**config.mk**
```make
export PLATFORM = sky130hd
export DESIGN_NAME = hdlc_txq_top
export DESIGN_NICKNAME = d
export VERILOG_FILES = /design/src/rtl/hdlc_txq_pkg.sv /design/src/rtl/hdlc_txq_lenctr.sv /design/src/rtl/hdlc_txq_store.sv /design/src/rtl/hdlc_txq_status.sv /design/src/rtl/hdlc_txq_top.sv
export SDC_FILE = /design/constraint.sdc
export NUM_CORES = 1
export LEC_CHECK = 0
export ABC_AREA = 1
export BUFFER_PORTS_ARGS = -buffer_cell sky130_fd_sc_hd__buf_2
export CORE_ASPECT_RATIO = 0.9
export CORE_MARGIN = 3
export CORE_UTILIZATION = 36
export CTS_BUF_LIST = sky130_fd_sc_hd__clkbuf_2 sky130_fd_sc_hd__clkbuf_4 sky130_fd_sc_hd__clkbuf_8
export DETAILED_ROUTE_END_ITERATION = 6
export MAX_ROUTING_LAYER = met4
export SETUP_SLACK_MARGIN = 0.02
export SYNTH_ARGS = -nofsm -noshare
export SYNTH_HDL_FRONTEND = slang
export SYNTH_SLANG_ARGS = --single-unit
```
**constraint.sdc**
```tcl
create_clock -name clk -period 4.3 [get_ports clk]
set_input_delay 0.43 -clock clk [delete_from_list [all_inputs] [get_ports clk]]
set_output_delay 0.43 -clock clk [all_outputs]
set_load 0.02 [all_outputs]
```
**src/rtl/hdlc_txq_pkg.sv**
```systemverilog
package hdlc_txq_pkg;

    typedef enum logic [1:0] {
        CS_IDLE     = 2'd0,
        CS_COUNTING = 2'd1,
        CS_LAST     = 2'd2
    } ctr_state_e;

    typedef enum logic [1:0] {
        FILL_FULL  = 2'b00,
        FILL_HIGH  = 2'b01,
        FILL_EMPTY = 2'b10,
        FILL_LOW   = 2'b11
    } fill_code_e;

endpackage

```
**src/rtl/hdlc_txq_lenctr.sv**
```systemverilog
module hdlc_txq_lenctr
    import hdlc_txq_pkg::*;
#(
    parameter int CTR_W = 7
) (
    input  logic             clk,
    input  logic             rst,
    input  logic             load,
    input  logic [CTR_W-1:0] load_val,
    input  logic             cyc_en,
    input  logic             push_ok,
    output logic [CTR_W-1:0] count,
    output logic             tag
);

    localparam logic [CTR_W-1:0] ONE = CTR_W'(1);

    ctr_state_e       state_q, state_d;
    logic [CTR_W-1:0] count_q, count_d;
    logic [CTR_W-1:0] prog_q;

    function automatic ctr_state_e state_of(input logic [CTR_W-1:0] v);
        if (v == '0)
            return CS_IDLE;
        else if (v == ONE)
            return CS_LAST;
        else
            return CS_COUNTING;
    endfunction

    // next state and next count
    always_comb begin
        state_d = state_q;
        count_d = count_q;
        if (load) begin
            count_d = load_val;                   // LOAD
            state_d = state_of(load_val);
        end else if (push_ok) begin
            unique case (state_q)
                CS_IDLE: begin
                    state_d = CS_IDLE;
                    count_d = '0;
                end
                CS_COUNTING: begin
                    count_d = count_q - ONE;      // STEP
                    state_d = state_of(count_q - ONE);
                end
                CS_LAST: begin
                    if (cyc_en) begin
                        count_d = prog_q;         // WRAP
                        state_d = state_of(prog_q);
                    end else begin
                        count_d = '0;             // STOP
                        state_d = CS_IDLE;
                    end
                end
                default: begin
                    state_d = CS_IDLE;
                    count_d = '0;
                end
            endcase
        end
    end

    // state register
    always_ff @(posedge clk) begin
        if (rst) begin
            state_q <= CS_IDLE;
            count_q <= '0;
            prog_q  <= '0;
        end else begin
            state_q <= state_d;
            count_q <= count_d;
            if (load)
                prog_q <= load_val;
        end
    end

    // outputs
    always_comb begin
        count = count_q;
        tag   = (state_q == CS_LAST);
    end

endmodule

```
**src/rtl/hdlc_txq_store.sv**
```systemverilog
module hdlc_txq_store #(
    parameter int WIDTH = 9,
    parameter int DEPTH = 32
) (
    input  logic                       clk,
    input  logic                       rst,
    input  logic                       push,
    input  logic [WIDTH-1:0]           din,
    input  logic                       pop,
    output logic [WIDTH-1:0]           dout,
    output logic [$clog2(DEPTH+1)-1:0] level
);

    localparam int PTR_W = $clog2(DEPTH);
    localparam int LVL_W = $clog2(DEPTH+1);
    localparam logic [PTR_W-1:0] LAST_IDX = PTR_W'(DEPTH - 1);

    logic [WIDTH-1:0] mem_q [DEPTH];
    logic [PTR_W-1:0] wptr_q, rptr_q;
    logic [LVL_W-1:0] level_q;
    logic [WIDTH-1:0] dout_q;

    function automatic logic [PTR_W-1:0] bump(input logic [PTR_W-1:0] p);
        return (p == LAST_IDX) ? '0 : p + PTR_W'(1);
    endfunction

    always_ff @(posedge clk) begin
        if (push)
            mem_q[wptr_q] <= din;
    end

    always_ff @(posedge clk) begin
        if (rst) begin
            wptr_q  <= '0;
            rptr_q  <= '0;
            level_q <= '0;
            dout_q  <= '0;
        end else begin
            if (push)
                wptr_q <= bump(wptr_q);
            if (pop) begin
                rptr_q <= bump(rptr_q);
                dout_q <= mem_q[rptr_q];
            end
            unique case ({push, pop})
                2'b10:   level_q <= level_q + LVL_W'(1);
                2'b01:   level_q <= level_q - LVL_W'(1);
                default: level_q <= level_q;
            endcase
        end
    end

    assign dout  = dout_q;
    assign level = level_q;

endmodule

```
**src/rtl/hdlc_txq_status.sv**
```systemverilog
module hdlc_txq_status
    import hdlc_txq_pkg::*;
#(
    parameter int DEPTH  = 32,
    parameter int THRESH = 16
) (
    input  logic                       clk,
    input  logic                       rst,
    input  logic [$clog2(DEPTH+1)-1:0] level,
    input  logic                       wr_drop,
    input  logic                       rd_drop,
    output logic [1:0]                 code,
    output logic                       ovf,
    output logic                       udf
);

    localparam int LVL_W = $clog2(DEPTH+1);
    localparam logic [LVL_W-1:0] FULL_LVL = LVL_W'(DEPTH);
    localparam logic [LVL_W-1:0] THR_LVL  = LVL_W'(THRESH);

    fill_code_e code_c;
    logic       ovf_q, udf_q;

    // empty and full outrank the threshold codes
    always_comb begin
        if (level == '0)
            code_c = FILL_EMPTY;
        else if (level == FULL_LVL)
            code_c = FILL_FULL;
        else if (level >= THR_LVL)
            code_c = FILL_HIGH;
        else
            code_c = FILL_LOW;
    end

    always_ff @(posedge clk) begin
        if (rst) begin
            ovf_q <= 1'b0;
            udf_q <= 1'b0;
        end else begin
            if (wr_drop)
                ovf_q <= 1'b1;
            if (rd_drop)
                udf_q <= 1'b1;
        end
    end

    assign code = code_c;
    assign ovf  = ovf_q;
    assign udf  = udf_q;

endmodule

```
**src/rtl/hdlc_txq_top.sv**
```systemverilog
module hdlc_txq_top #(
    parameter int DATA_W = 8,
    parameter int CTR_W  = 7,
    parameter int DEPTH  = 32,
    parameter int THRESH = 16
) (
    input  logic              clk,
    input  logic              rst,
    input  logic              len_wr,
    input  logic [CTR_W-1:0]  len_val,
    input  logic              cyc_en,
    input  logic              wr_en,
    input  logic [DATA_W-1:0] wr_data,
    input  logic              rd_en,
    output logic [DATA_W-1:0] rd_data,
    output logic              rd_eop,
    output logic [1:0]        fill_code,
    output logic [CTR_W-1:0]  ctr_val,
    output logic              ovf_flag,
    output logic              udf_flag
);

    localparam int ENT_W = DATA_W + 1;
    localparam int LVL_W = $clog2(DEPTH+1);
    localparam logic [LVL_W-1:0] FULL_LVL = LVL_W'(DEPTH);

    logic [LVL_W-1:0] level;
    logic             push_ok, pop_ok, tag;
    logic [ENT_W-1:0] entry_out;

    assign push_ok = wr_en && (level != FULL_LVL);
    assign pop_ok  = rd_en && (level != '0);

    hdlc_txq_lenctr #(.CTR_W(CTR_W)) u_ctr (
        .clk      (clk),
        .rst      (rst),
        .load     (len_wr),
        .load_val (len_val),
        .cyc_en   (cyc_en),
        .push_ok  (push_ok),
        .count    (ctr_val),
        .tag      (tag)
    );

    hdlc_txq_store #(.WIDTH(ENT_W), .DEPTH(DEPTH)) u_store (
        .clk   (clk),
        .rst   (rst),
        .push  (push_ok),
        .din   ({tag, wr_data}),
        .pop   (pop_ok),
        .dout  (entry_out),
        .level (level)
    );

    hdlc_txq_status #(.DEPTH(DEPTH), .THRESH(THRESH)) u_stat (
        .clk     (clk),
        .rst     (rst),
        .level   (level),
        .wr_drop (wr_en && !push_ok),
        .rd_drop (rd_en && !pop_ok),
        .code    (fill_code),
        .ovf     (ovf_flag),
        .udf     (udf_flag)
    );

    assign rd_data = entry_out[DATA_W-1:0];
    assign rd_eop  = entry_out[DATA_W];

endmodule

```
==> metrics.cfg <==
[worst_setup_path]
worstPathArrival_ps=3240
crit_chain=nor4_4, nand2_1, nand2_2, inv_2, ha_1, xor2_1, ha_1, inv_1, nand2_1, a21boi_0, o21ai_1, xnor2_1, o21ai_1, inv_1
cp-end-kind=flip-flop
cp_max_fo=24
cp-start-kind=flip-flop
cp.required_ps=4780
slowest_delay_ps=420
reg2reg_setup_slack_ps=1530
path_class=flip-flop to flip-flop
crit_slowest_cell=nor4_4

[placement]
port_buffers=40
dp.cells=1681
placedInstanceArea_mm2=0.01450
gp_congestion=0.8455
place_hpwl_um=20060

[drt]
drc=0
ant_nets=0
first_pass_iters=5
via_count=9282
viasPerCell=5.235
drt-total-wl_um=34250
wire_per_inst_um=19.32
drt_iter0_drc=866

[sta]
slew_headroom=0.3135
max_clock_freq_ghz=0.3616
hold_violations=0
setup_viol=0
tns_ps=0
timing.final.crit_share=0.6432
worst_pin_slew_ps=1029
rsz0062_at_grt=false
slew_viol_final=0
layout_min_cycle_time_ps=2766
finalClockSkew_ps=30.87

[clock_network]
cts_hold_buf=0
cts-root-buf=clkbuf_8
clock_path_buffers=3
cts_tree=done
clk_pin_slew_ps=60
cts.sink_count=331
post_cts_buffers=0
cts_htree_levels=2
post_cts_resized=0
cts_buffers=53
clk_latency_ps=600

[yosys]
syn_area_mm2=0.01390
avgSynthCellArea_um2=11.43
synth_fp_nets=1252
synthArstFlopShare=0
syn_inst=1216
synth_area_leaders=edfxtp_1 62%, dfxtp_1 6.2%, nor2_1 5.9%
ys.flop_type=edfxtp_1
synth_cell_types=35
synth_area_leader_cell=edfxtp_1
synth_edf_count=288
ys_ff_latch=331
synth_top_cell_area_share=0.6223
synth-seq-area-share=0.6842
synth_warnings=0

[run_status]
outcome=finished clean

[power]
power_density_mw_per_mm2=543.6
peakVddDrop_uv=284.4
comb_power_share=0.249
power.share.sequential=0.447
p_int_w=0.005606
clockPowerShare=0.304
leakage_nw=5.247
power.switching_w=0.002811
switching_share=0.3339

[global_routing]
grt_overflow=0
grt_usage=0.1715
grt_pass1_wl_um=52580
grt_pass1_vias=8935
antenna_found_initial=0
grt_max_degree=174

[layout]
drive_gt1_frac=0.1171
instances_no_fill=1773
area.growth.synth_to_final_pct=11.40
antenna_cells=0
fin_area_mm2=0.01548
fin_util=0.4113
nFillCells=3531
nNetsFinal=1289

[die]
die_y_um=192.4
pin_count=41
core_area_mm2=0.03764
floorplan.initialDensity=0.3692
dieArea_mm2=0.04100
die_w_um=213.1
fp-row-count=67

[hold_path]
hold_class=input pin to flip-flop

[job]
maxCapViolCount=0

==> Yosys cell counts, types with 5 or more instances <==
library cell  count
o211ai_1         81
nor2_1          220
o21ai_0         140
ha_1             15
nand2_1          94
inv_1            67
edfxtp_1        288
nor3_1            8
buf_2            20
o21ai_1          18
dfxtp_1          43
buf_6             5
xor2_1            6
buf_4             6
a31oi_1           8
a21oi_1          48
nand3_1          79
clkbuf_1         38
==> power groups by stage <==
stage	registers (W)	clock network, W	logic (W)
finish	0.00376	0.00256	0.00210
global route	0.00378	0.00276	0.00233
CTS	0.00376	0.00262	0.00210
detailed placement	0.00383	0	0.00209
global placement	0.00383	0	0.00207
floorplan	0.00380	0	0.00148
==> placed cells by master, fill, tap and decap left out, types with 15 or more instances in the layout <==
cell and instances:
a21oi_1 48, clkbuf_8 54, o21ai_0 140, inv_1 67, nand2_1 94, o21ai_1 18
nor2_1 220, buf_2 40, dfxtp_1 41, ha_1 15, edfxtp_1 288, nand3_1 79
o211ai_1 81, clkbuf_4 22
==> metal layers <==
metal,track usage,wire length (um),vias to the layer above
met5,-,0,-
met4,0.04349,598,0
met3,0.02780,1989,47
met2,0.2553,15520,305
met1,0.2465,16150,4503
li1,-,-,4427
==> worst max-delay path, delay by kind of cell (launching register included) <==
| family | cells | cell delay, ps |
|---|---|---|
| adder cells (fa/ha/maj) | 2 | 510 |
| flip-flops | 1 | 380 |
| XOR/XNOR | 2 | 320 |
| AND/OR/NAND/NOR | 4 | 740 |
| AO/OA/AOI/OAI | 3 | 450 |
| buffers and inverters | 3 | 260 |
==> area by class of cell <==
| cell class | instances | area, um2 | share of cell area |
|---|---|---|---|
| clock buffer | 76 | 908.4 | 0.05867 |
| timing repair buffer | 52 | 327.8 | 0.02117 |
| clock inverter | 16 | 76.32 | 0.004930 |
| inverter | 71 | 269.0 | 0.01738 |
| multi-input combinational | 744 | 3780 | 0.2441 |
| tap | 483 | 604.3 | 0.03903 |
| sequential | 331 | 9517 | 0.6147 |
==> final timing paths <==
path | startpoint | end | depth (start not counted)
max reg2reg | u_store.level[0]$_SDFFE_PP0P_ | u_store.level[4]$_SDFFE_PP0P_ | 14
min reg2reg | u_ctr.prog_q[1]$_SDFFE_PP0P_ | u_ctr.prog_q[1]$_SDFFE_PP0P_ | 2
min | rd_en | u_stat.udf$_SDFFE_PP0P_ | 3
max | u_store.level[0]$_SDFFE_PP0P_ | u_store.level[4]$_SDFFE_PP0P_ | 14
==> through the flow <==
step	worst slack, ps	hold WS [ps]	power (W)
finish	1534	139.6	0.008417
global route	1303	120.9	0.008868
CTS	1560	95.50	0.008476
detailed placement	1536	461.2	0.005919
global placement	1601	452.6	0.005898
floorplan	1804	441.1	0.005276
==> cell families after synthesis <==
logic type      synth area share
buf+inv                  0.04420
flops                     0.6842
compound gates            0.1245
simple gates              0.1273
fa+ha+maj                0.01350
xor+xnor                0.006301
==> flip-flops by register name, indices dropped and copies added (netlist names), 2 cells and up <==
register / flops
u_ctr.count: 7
u_ctr.prog_q: 7
u_store.dout: 9
u_ctr.state_q: 2
u_store.level: 6
u_store.wptr_q: 5
u_store.mem_q: 288
u_store.rptr_q: 5
Power figures use the tool's default switching activity.
